File: src/rtl/pta_pkg.sv
package pta_pkg;
  typedef enum logic {
    ST_PAY   = 1'b0,
    ST_SPILL = 1'b1
  } pta_state_e;
endpackage

File: src/rtl/pta_swap.sv
module pta_swap #(
  parameter int BYTES = 32,
  parameter bit EN    = 1'b0
) (
  input  logic [BYTES*8-1:0] in_i,
  output logic [BYTES*8-1:0] out_o
);
  if (EN) begin : g_rev
    for (genvar g = 0; g < BYTES; g++) begin : g_lane
      assign out_o[g*8 +: 8] = in_i[(BYTES-1-g)*8 +: 8];
    end
  end else begin : g_thru
    assign out_o = in_i;
  end
endmodule

File: src/rtl/pta_merge.sv
// Builds the final payload beat with the trailer inserted after lane fill-1,
// plus the trailer bytes that spill into an extra beat.
module pta_merge #(
  parameter int BEAT_BYTES = 32,
  parameter int TRL_BYTES  = 4,
  localparam int FILL_W    = $clog2(BEAT_BYTES) + 1
) (
  input  logic [BEAT_BYTES*8-1:0] pay_i,
  input  logic [TRL_BYTES*8-1:0]  trl_i,
  input  logic [FILL_W-1:0]       fill_i,
  output logic [BEAT_BYTES*8-1:0] last_data_o,
  output logic [BEAT_BYTES-1:0]   last_be_o,
  output logic                    spill_o,
  output logic [TRL_BYTES*8-1:0]  spill_data_o,
  output logic [TRL_BYTES-1:0]    spill_be_o
);
  int f;

  always_comb begin
    f            = int'(fill_i);
    last_data_o  = '0;
    last_be_o    = '0;
    spill_data_o = '0;
    spill_be_o   = '0;
    for (int k = 0; k < BEAT_BYTES; k++) begin
      if (k < f) begin
        last_data_o[k*8 +: 8] = pay_i[k*8 +: 8];
        last_be_o[k]          = 1'b1;
      end else if (k - f < TRL_BYTES) begin
        last_data_o[k*8 +: 8] = trl_i[(k-f)*8 +: 8];
        last_be_o[k]          = 1'b1;
      end
    end
    for (int j = 0; j < TRL_BYTES; j++) begin
      if (BEAT_BYTES - f + j < TRL_BYTES) begin
        spill_data_o[j*8 +: 8] = trl_i[(BEAT_BYTES-f+j)*8 +: 8];
        spill_be_o[j]          = 1'b1;
      end
    end
  end

  assign spill_o = (int'(fill_i) + TRL_BYTES) > BEAT_BYTES;
endmodule

File: src/rtl/pta_ctrl.sv
module pta_ctrl #(
  parameter int BEAT_BYTES = 32,
  localparam int FILL_W    = $clog2(BEAT_BYTES) + 1
) (
  input  logic                 clk_i,
  input  logic                 rst_ni,
  input  logic                 pkt_valid_i,
  input  logic                 pkt_last_i,
  input  logic                 len_valid_i,
  input  logic [FILL_W-1:0]    len_fill_i,
  input  logic                 trl_valid_i,
  input  logic                 out_ready_i,
  input  logic                 spill_i,
  output pta_pkg::pta_state_e  state_o,
  output logic [FILL_W-1:0]    cur_fill_o,
  output logic                 pkt_ready_o,
  output logic                 len_ready_o,
  output logic                 trl_ready_o,
  output logic                 out_valid_o,
  output logic                 pay_go_o
);
  import pta_pkg::*;

  pta_state_e        state_q;
  logic              in_pkt_q;
  logic [FILL_W-1:0] fill_q;
  logic              side_ok;
  logic              gate;

  assign side_ok     = (in_pkt_q || len_valid_i) && (!pkt_last_i || trl_valid_i);
  assign gate        = (state_q == ST_PAY) && pkt_valid_i && side_ok;
  assign out_valid_o = (state_q == ST_SPILL) || gate;
  assign pay_go_o    = gate && out_ready_i;
  assign pkt_ready_o = (state_q == ST_PAY) && side_ok && out_ready_i;
  assign len_ready_o = pay_go_o && !in_pkt_q;
  assign trl_ready_o = pay_go_o && pkt_last_i;
  assign cur_fill_o  = in_pkt_q ? fill_q : len_fill_i;
  assign state_o     = state_q;

  always_ff @(posedge clk_i or negedge rst_ni) begin
    if (!rst_ni) begin
      state_q  <= ST_PAY;
      in_pkt_q <= 1'b0;
      fill_q   <= '0;
    end else begin
      if (pay_go_o) begin
        if (!in_pkt_q) fill_q <= len_fill_i;
        in_pkt_q <= !pkt_last_i;
        if (pkt_last_i && spill_i) state_q <= ST_SPILL;
      end else if (state_q == ST_SPILL && out_ready_i) begin
        state_q <= ST_PAY;
      end
    end
  end

  // a second length is never drawn mid-packet
  p_len_once_r1: assert property (@(posedge clk_i) disable iff (!rst_ni)
    in_pkt_q |-> !len_ready_o);

  p_first_needs_len_r8: assert property (@(posedge clk_i) disable iff (!rst_ni)
    pkt_valid_i && pkt_ready_o && !in_pkt_q |-> len_valid_i && len_ready_o);
endmodule

File: src/rtl/pkt_trailer_append.sv
module pkt_trailer_append #(
  parameter int BEAT_BYTES = 32,
  parameter int TRL_BYTES  = 4,
  parameter int LEN_W      = 16,
  parameter bit SWAP_PKT   = 1'b0,
  parameter bit SWAP_TRL   = 1'b0
) (
  input  logic                    clk_i,
  input  logic                    rst_ni,
  input  logic                    pkt_valid_i,
  output logic                    pkt_ready_o,
  input  logic [BEAT_BYTES*8-1:0] pkt_data_i,
  input  logic [BEAT_BYTES-1:0]   pkt_be_i,
  input  logic                    pkt_first_i,
  input  logic                    pkt_last_i,
  input  logic                    len_valid_i,
  output logic                    len_ready_o,
  input  logic [LEN_W-1:0]        len_i,
  input  logic                    trl_valid_i,
  output logic                    trl_ready_o,
  input  logic [TRL_BYTES*8-1:0]  trl_data_i,
  output logic                    out_valid_o,
  input  logic                    out_ready_i,
  output logic [BEAT_BYTES*8-1:0] out_data_o,
  output logic [BEAT_BYTES-1:0]   out_be_o,
  output logic                    out_first_o,
  output logic                    out_last_o
);
  import pta_pkg::*;

  localparam int DATA_W = BEAT_BYTES * 8;
  localparam int OFF_W  = $clog2(BEAT_BYTES);
  localparam int FILL_W = OFF_W + 1;

  logic [DATA_W-1:0]      pay_sw;
  logic [TRL_BYTES*8-1:0] trl_sw;
  logic [OFF_W-1:0]       len_off;
  logic [FILL_W-1:0]      len_fill;
  logic [FILL_W-1:0]      cur_fill;
  pta_state_e             state;
  logic                   pay_go;
  logic [DATA_W-1:0]      last_data;
  logic [BEAT_BYTES-1:0]  last_be;
  logic                   spill;
  logic [TRL_BYTES*8-1:0] spill_data;
  logic [TRL_BYTES-1:0]   spill_be;
  logic [TRL_BYTES*8-1:0] spill_data_q;
  logic [TRL_BYTES-1:0]   spill_be_q;

  // payload bytes held in the final beat: ((len-1) mod BEAT)+1
  assign len_off  = len_i[OFF_W-1:0] - OFF_W'(1);
  assign len_fill = FILL_W'(len_off) + FILL_W'(1);

  pta_swap #(.BYTES(BEAT_BYTES), .EN(SWAP_PKT)) u_swap_pkt (
    .in_i (pkt_data_i),
    .out_o(pay_sw)
  );

  pta_swap #(.BYTES(TRL_BYTES), .EN(SWAP_TRL)) u_swap_trl (
    .in_i (trl_data_i),
    .out_o(trl_sw)
  );

  pta_merge #(.BEAT_BYTES(BEAT_BYTES), .TRL_BYTES(TRL_BYTES)) u_merge (
    .pay_i       (pay_sw),
    .trl_i       (trl_sw),
    .fill_i      (cur_fill),
    .last_data_o (last_data),
    .last_be_o   (last_be),
    .spill_o     (spill),
    .spill_data_o(spill_data),
    .spill_be_o  (spill_be)
  );

  pta_ctrl #(.BEAT_BYTES(BEAT_BYTES)) u_ctrl (
    .clk_i      (clk_i),
    .rst_ni     (rst_ni),
    .pkt_valid_i(pkt_valid_i),
    .pkt_last_i (pkt_last_i),
    .len_valid_i(len_valid_i),
    .len_fill_i (len_fill),
    .trl_valid_i(trl_valid_i),
    .out_ready_i(out_ready_i),
    .spill_i    (spill),
    .state_o    (state),
    .cur_fill_o (cur_fill),
    .pkt_ready_o(pkt_ready_o),
    .len_ready_o(len_ready_o),
    .trl_ready_o(trl_ready_o),
    .out_valid_o(out_valid_o),
    .pay_go_o   (pay_go)
  );

  always_ff @(posedge clk_i or negedge rst_ni) begin
    if (!rst_ni) begin
      spill_data_q <= '0;
      spill_be_q   <= '0;
    end else if (pay_go && pkt_last_i && spill) begin
      spill_data_q <= spill_data;
      spill_be_q   <= spill_be;
    end
  end

  always_comb begin
    if (state == ST_SPILL) begin
      out_data_o  = DATA_W'(spill_data_q);
      out_be_o    = BEAT_BYTES'(spill_be_q);
      out_first_o = 1'b0;
      out_last_o  = 1'b1;
    end else if (pkt_last_i) begin
      out_data_o  = last_data;
      out_be_o    = last_be;
      out_first_o = pkt_first_i;
      out_last_o  = !spill;
    end else begin
      out_data_o  = pay_sw;
      out_be_o    = pkt_be_i;
      out_first_o = pkt_first_i;
      out_last_o  = 1'b0;
    end
  end

  p_len_nonzero_r1: assert property (@(posedge clk_i) disable iff (!rst_ni)
    len_valid_i |-> len_i != '0);

  p_trl_on_last_r2: assert property (@(posedge clk_i) disable iff (!rst_ni)
    trl_valid_i && trl_ready_o |-> pkt_valid_i && pkt_ready_o && pkt_last_i);

  p_spill_follows_r6: assert property (@(posedge clk_i) disable iff (!rst_ni)
    $past(trl_valid_i && trl_ready_o && !out_last_o)
      |-> out_valid_o && out_last_o && !out_first_o && !pkt_ready_o);

  p_last_needs_trl_r9: assert property (@(posedge clk_i) disable iff (!rst_ni)
    pkt_valid_i && pkt_ready_o && pkt_last_i |-> trl_valid_i);

  p_hold_r10: assert property (@(posedge clk_i) disable iff (!rst_ni)
    !out_ready_i |-> !pkt_ready_o && !trl_ready_o && !len_ready_o);
endmodule

File: config.mk
export PLATFORM = sky130hd
export DESIGN_NAME = pkt_trailer_append
export DESIGN_NICKNAME = d
export VERILOG_FILES = /design/src/rtl/pta_pkg.sv /design/src/rtl/pta_swap.sv /design/src/rtl/pta_merge.sv /design/src/rtl/pta_ctrl.sv /design/src/rtl/pkt_trailer_append.sv
export SDC_FILE = /design/constraint.sdc
export NUM_CORES = 1
export LEC_CHECK = 0
export CAP_MARGIN = 10
export CORE_AREA = 4 4 243 245
export CTS_CLUSTER_SIZE = 28
export DETAILED_ROUTE_END_ITERATION = 6
export DIE_AREA = 0 0 247 249
export PLACE_DENSITY = 0.52
export SYNTH_ARGS = -nofsm -noshare
export SYNTH_HDL_FRONTEND = slang
export SYNTH_SLANG_ARGS = --single-unit
File: constraint.sdc
create_clock -name clk_i -period 20.1 [get_ports clk_i]
set_input_delay 4.02 -clock clk_i [delete_from_list [all_inputs] [get_ports clk_i]]
set_output_delay 4.02 -clock clk_i [all_outputs]
set_load 0.02 [all_outputs]
==> results of run 1 <==
## sequential cells by signal (all words and copies together), names as in the netlist
name	count
spill_be_q	4
spill_data_q	32
u_ctrl.fill_q	6
u_ctrl.in_pkt_q	1
u_ctrl.state_o	1
## metrics by stage
stage | hold WS (ps) | worst slack [ps] | power, mW | instances | util [%]
final | 481 | 5230 | 2.40 | 2952 | 31.2
after detailed placement | 464 | 5240 | 2.29 | 2941 | 30.9
after CTS | 481 | 5240 | 2.39 | 2949 | 31.2
after global routing | 494 | 4810 | 2.52 | 2950 | 31.2
after global placement | 460 | 5360 | 2.28 | 2941 | 30.9
after floorplan | 447 | 7870 | 1.28 | 1621 | -
## cells in the mapped netlist, types with 27 or more instances
| master | count |
|---|---|
| a21oi_1 | 157 |
| a22o_1 | 54 |
| a22oi_1 | 55 |
| a2bb2oi_1 | 33 |
| clkbuf_1 | 89 |
| dfrtp_1 | 44 |
| ha_1 | 39 |
| mux2i_1 | 49 |
| nand2_1 | 260 |
| nand3_1 | 102 |
| nor2_1 | 215 |
| nor3_1 | 27 |
| o21ai_0 | 74 |
| o21ai_1 | 37 |
## worst max-delay path, cell delays in order
cell and delay (ps):
clkdlybuf4s50_1 880, inv_1 220, ha_1 440, xnor2_1 190
o21ai_4 150, buf_4 470, clkinv_1 500, ha_1 540
a21oi_1 180, o21ai_1 160, and3_1 310, inv_1 680
nand2_1 250, nor4b_2 870, a22o_1 310, clkdlybuf4s50_1 630
## area by class of cell
class                           count  share of cell area [%]
Antenna cell                        3                  0.0421
Multi-Input combinational cell   1428                    49.7
Inverter                           25                   0.526
Clock inverter                      3                   0.105
Sequential cell                    44                    6.20
Timing Repair Buffer              679                    37.3
Clock buffer                        5                   0.702
Tap cell                          765                    5.37
## how the worst max path moves through the flow
| stage | start | to | depth (start not counted) |
|---|---|---|---|
| 2_1_floorplan | len_i[1] | out_data_o[16] | 15 |
| 3_3_place_gp | len_i[0] | out_be_o[16] | 19 |
| 3_5_place_dp | len_i[0] | out_data_o[227] | 16 |
| 4_1_cts | len_i[0] | out_data_o[227] | 16 |
| 5_1_grt | len_i[0] | out_be_o[16] | 19 |
| 6_report | len_i[0] | out_data_o[227] | 16 |
## cell families (layout without fill, tap and decap cells)
| group | after synthesis | after routing | share of synthesized area (%) |
|---|---|---|---|
| compound gates | 557 | 557 | 36.2 |
| xor+xnor | 20 | 20 | 2.07 |
| fa+ha+maj | 43 | 43 | 5.02 |
| buf+inv | 149 | 712 | 5.86 |
| flops | 44 | 44 | 10.5 |
| mux | 64 | 64 | 7.13 |
| other cells | 0 | 3 | 0 |
| simple gates | 744 | 744 | 33.2 |
## routing by layer
layer | track usage (%) | wire, µm | vias to the layer above
li1 | - | - | 7193
met1 | 32.8 | 34400 | 7753
met2 | 41.3 | 38200 | 957
met3 | 6.08 | 7770 | 110
met4 | 6.40 | 2250 | 10
met5 | 0 | 59 | -
## report_power, final
part | internal [mW] | switching, mW
registers | 0.0980 | 0.0114
clock network | 0.0460 | 0.0400
logic | 0.790 | 1.41
total | 0.934 | 1.46
==> impl_metrics.ini, run 1 <==
[pwr]
leakage_nw = 6.81
power_density_nw_per_um2 = 135
peakVddDrop_mv = 0.0635

[sta]
slew_viol_final = 0
finalHoldViolCount = 0
setup_violations = 0
grt_setup_unrepaired = false
worstMarginPinSlew_ps = 1190
post-route-period-util_pct = 74.0
period_needed_ps = 14870
fin_skew_ps = 11.0
fmax_mhz = 67.3
slew_headroom_pct = 18.2
finalSetupTns_ps = 0

[placement]
place_congestion = 0.935
post-dp-hpwl_mm = 65.4
post_dp_cell_area_um2 = 17700
numPortBuffers = 626

[synth]
ys_top_cells_by_area = dfrtp_1, nand2_1, nor2_1
synth_top_area_cell = dfrtp_1
postSynthAreaPerCell_um2 = 6.49
synth_seq_cells = 44
synth_edf_count = 0
ys.warnings.count = 0
synthCells = 1621
synthArstFlopShare_pct = 100
synth_ff_type = dfrtp_1
syn_area_um2 = 10500
yosysSeqAreaShare_pct = 10.5
synth.net_count = 2004
synth_top_area_share_pct = 10.5
synth_cell_types = 97

[clock_tree]
numClockSinks = 44
h-tree-depth = 2
cts_tree = done
clkSlewWorstSetupHoldPaths_ps = 60
insertion_delay_ps = 300
hold_buffers = 0
clk_path_buf_depth = 2
cts-resized-gates = 0
cts_setup_buffers = 0
cts_root_buf = clkbuf_16
numCtsBuffers = 5

[die]
fp.dieW_um = 247
core.rowCount = 88
core_um2 = 57100
ioPinCount = 638
die-height_um = 249
die-area_um2 = 61500
start_util_pct = 18.4

[flow_run]
maxCapViolCount = 0

[drt]
drtAntennaViolNets = 0
drt_iter0_markers = 1683
drc = 0
routedWlPerCell_um = 28.0
vias_per_cell = 5.43
vias = 16000
totalWireLength_mm = 82.7
firstDrtPassIters = 6

[global_route]
grt_pass1_wl_mm = 115
grt_pass1_vias = 15500
antenna_found_initial = 8
grt_overflow = 0
grt_start_max_net_pins = 71
track_usage_pct = 25.1

[setup_path]
r2r-start = u_ctrl.in_pkt_q$_DFFE_PN0P_
path_max_fanout = 39
crit_arrival_ps = 10850
critPathLaunchType = input pin
worstRegToRegCells = 16
critPathCaptureType = primary output
crit_type = in -> out
worstPathRequired_ps = 16080
r2r_slack_ps = 13400
r2r-end = spill_data_q[17]$_DFFE_PN0P_

[final_layout]
final_area_um2 = 17800
multi_input_area_um2 = 8860
final_common_cell = clkdlybuf4s50_1
fillCellCount = 6235
finalNetCount = 2566
area_growth_pct = 69.5
drive_gt1_share_pct = 5.95
seqCellArea_um2 = 1100
final_cell_mix = clkdlybuf4s50_1, nand2_1, nor2_1, a21oi_1, nand3_1

[hold_path]
hp-start = spill_be_q[0]$_DFFE_PN0P_
hold_class = reg -> reg
whs_path_depth = 2
holdPathEnd = spill_be_q[0]$_DFFE_PN0P_

[status]
status = finished, final reports clean
(Power assumes the default switching activity.)
==> run 2, diff against run 1 <==
--- a/config.mk
+++ b/config.mk
@@ -10,7 +10,7 @@
 export CTS_CLUSTER_SIZE = 28
 export DETAILED_ROUTE_END_ITERATION = 6
 export DIE_AREA = 0 0 247 249
-export PLACE_DENSITY = 0.52
+export PLACE_DENSITY = 0.53
 export SYNTH_ARGS = -nofsm -noshare
 export SYNTH_HDL_FRONTEND = slang
 export SYNTH_SLANG_ARGS = --single-unit
==> constraint.sdc (replaced) <==
create_clock -name clk_i -period 12.5 [get_ports clk_i]
set_input_delay 2.5 -clock clk_i [delete_from_list [all_inputs] [get_ports clk_i]]
set_output_delay 2.5 -clock clk_i [all_outputs]
set_load 0.02 [all_outputs]
==> run 2 against run 1 <==
  * Final cell count rose by 0.14%
  * Combinational power grew 61%
  * Die area is the same
  * Utilization grew 0.070 points
  * Worst hold slack improved by 1.1 ps
  * Non-clock buffer count unchanged
  * Flip-flop and latch count stayed put
  * Final area increased by 0.22%
  * First-iteration DRC count down 8.3%
  * Sequential share of layout area hardly changed
  * Global-route usage hardly changed
  * Via count fell by 0.61%
==> impl_metrics.ini, run 2 (synthesis results as in run 1) <==
[final_layout]
largest_register = spill_data_q
final_cell_mix = clkdlybuf4s50_1, nand2_1, nor2_1, a21oi_1, nand3_1
area_growth_pct = 69.9
reg_top3 = spill_data_q: 32 flops, u_ctrl.fill_q: 6 flops, spill_be_q: 4 flops
final_common_cell = clkdlybuf4s50_1
fin_util_pct = 31.3
drive_gt1_share_pct = 5.95
finalNetCount = 2566
largest_reg_flops = 32

[setup_path]
path_delay_family = buffers and inverters
crit_chain = clkdlybuf4s50_1, inv_1, ha_1, xnor2_1, o21ai_4, clkinv_1, ha_1, a21oi_1, o21ai_1, and3_1, inv_1, nand2_1, nor4b_2, a22o_1, clkdlybuf4s50_1
path_max_fanout = 18
crit_buf_inv = 5
worstSetupStartpoint = len_i[0]
worstPathRequired_ps = 10000
critPathCaptureType = primary output
slowest_stage = clkdlybuf4s50_1
critPathLaunchType = input pin
slowest_delay_ps = 940
crit_arrival_ps = 8840
crit_type = in -> out
r2r-start = u_ctrl.in_pkt_q$_DFFE_PN0P_

[sta]
slew_headroom_pct = 13.5
grt_setup_unrepaired = false
period_needed_ps = 11340
setup_violations = 0
slew_viol_final = 0
worstMarginPinSlew_ps = 1260
fmax_mhz = 88.2
fin_skew_ps = 13.1
post-route-period-util_pct = 90.7
finalHoldViolCount = 0
setup_slack_ps = 1160
finalSetupTns_ps = 0

[pwr]
peakVddDrop_mv = 0.126
leakage_nw = 6.82
power_density_nw_per_um2 = 217
totalPowerFinal_mw = 3.88

[hold_path]
hold_class = reg -> reg
hp-start = spill_data_q[7]$_DFFE_PN0P_

[clock_tree]
h-tree-depth = 2
insertion_delay_ps = 290
numCtsBuffers = 5
cts_tree = done
clkSlewWorstSetupHoldPaths_ps = 60
clk_path_buf_depth = 2
cts_root_buf = clkbuf_16
cts_setup_buffers = 0
hold_buffers = 0
numClockSinks = 44
cts-resized-gates = 0

[placement]
place_congestion = 0.949
pre_cts_slack_ps = 1230
post-dp-hpwl_mm = 65.8
numPortBuffers = 626

[die]
core_um2 = 57100
start_util_pct = 18.4
core.rowCount = 88
fp.dieW_um = 247
die-height_um = 249
ioPinCount = 638
die-area_um2 = 61500

[drt]
drtAntennaViolNets = 0
routedWlPerCell_um = 27.8
vias = 15900
totalWireLength_mm = 82.3
drt_iter0_markers = 1543
drc = 0
vias_per_cell = 5.39
firstDrtPassIters = 5

[global_route]
antenna_found_initial = 10
grt_overflow = 0
grt_pass1_wl_mm = 115
grt_start_max_net_pins = 89
grt_pass1_vias = 15700
track_usage_pct = 25.0

[flow_run]
maxCapViolCount = 0

[status]
status = finished, final reports clean
-- run 2: changes by cell type in the layout (fill, tap and decap cells not counted), sizes merged --
cell           change
diode              +4
clkinv             -2
buf                +1
bufinv             +1
clkbuf             +1
clkdlybuf4s50      -1
-- run 2: layer usage --
metal,track usage (%),part of all wire [%]
met5,0,0.058
met3,6.10,9.4
met1,32.7,42
met2,41.2,46
met4,6.55,2.9
-- run 2: through the flow --
stage / cell area [µm²] / instances / hold WS, ps
floorplan: 10500 / 1621 / 447
global placement: 17700 / 2941 / 459
detailed placement: 17700 / 2941 / 471
CTS: 17800 / 2949 / 487
global route: 17900 / 2953 / 508
finish: 17900 / 2956 / 482
-- run 2: final timing paths --
check / endpoint / slack [ps] / depth (start not counted)
setup / recovery: out_data_o[227] / 1160 / 15
hold / removal: spill_data_q[7]$_DFFE_PN0P_ / 480 / 2
setup reg to reg: spill_data_q[19]$_DFFE_PN0P_ / 6190 / 16
hold reg to reg: spill_data_q[7]$_DFFE_PN0P_ / 480 / 2
max in group asynchronous: u_ctrl.state_o$_DFFE_PN0P_ / 9660 / 2
min in group asynchronous: spill_data_q[16]$_DFFE_PN0P_ / 2320 / 2
-- run 2: power breakdown --
part / switching (mW) / internal (mW)
sequential: 0.0154 / 0.158
combinational: 2.28 / 1.27
clock: 0.0606 / 0.0943
total: 2.36 / 1.52
-- run 2: area by class of cell --
| class | instances | area (µm²) |
|---|---|---|
| clock inverters | 2 | 35.0 |
| diodes | 7 | 17.5 |
| multi-input cells | 1428 | 8860 |
| clock buffers | 6 | 129 |
| fillers | 6225 | 39300 |
| well taps | 765 | 957 |
| flip-flops and latches | 44 | 1100 |
| inverters | 25 | 93.8 |
| repair buffers | 679 | 6660 |
-- run 2: worst reg2reg max path, cell delays in order (launching register included) --
cell and delay [ps]:
dfrtp_1 350, buf_4 310, nand2_1 160, o21ai_4 90, clkinv_1 480, ha_1 490
a21oi_1 140, o21ai_1 170, and3_1 340, inv_1 690, ha_1 640, or4b_2 650
ha_1 190, or4b_2 600, nor4_1 210, a41o_1 480, a32o_1 250
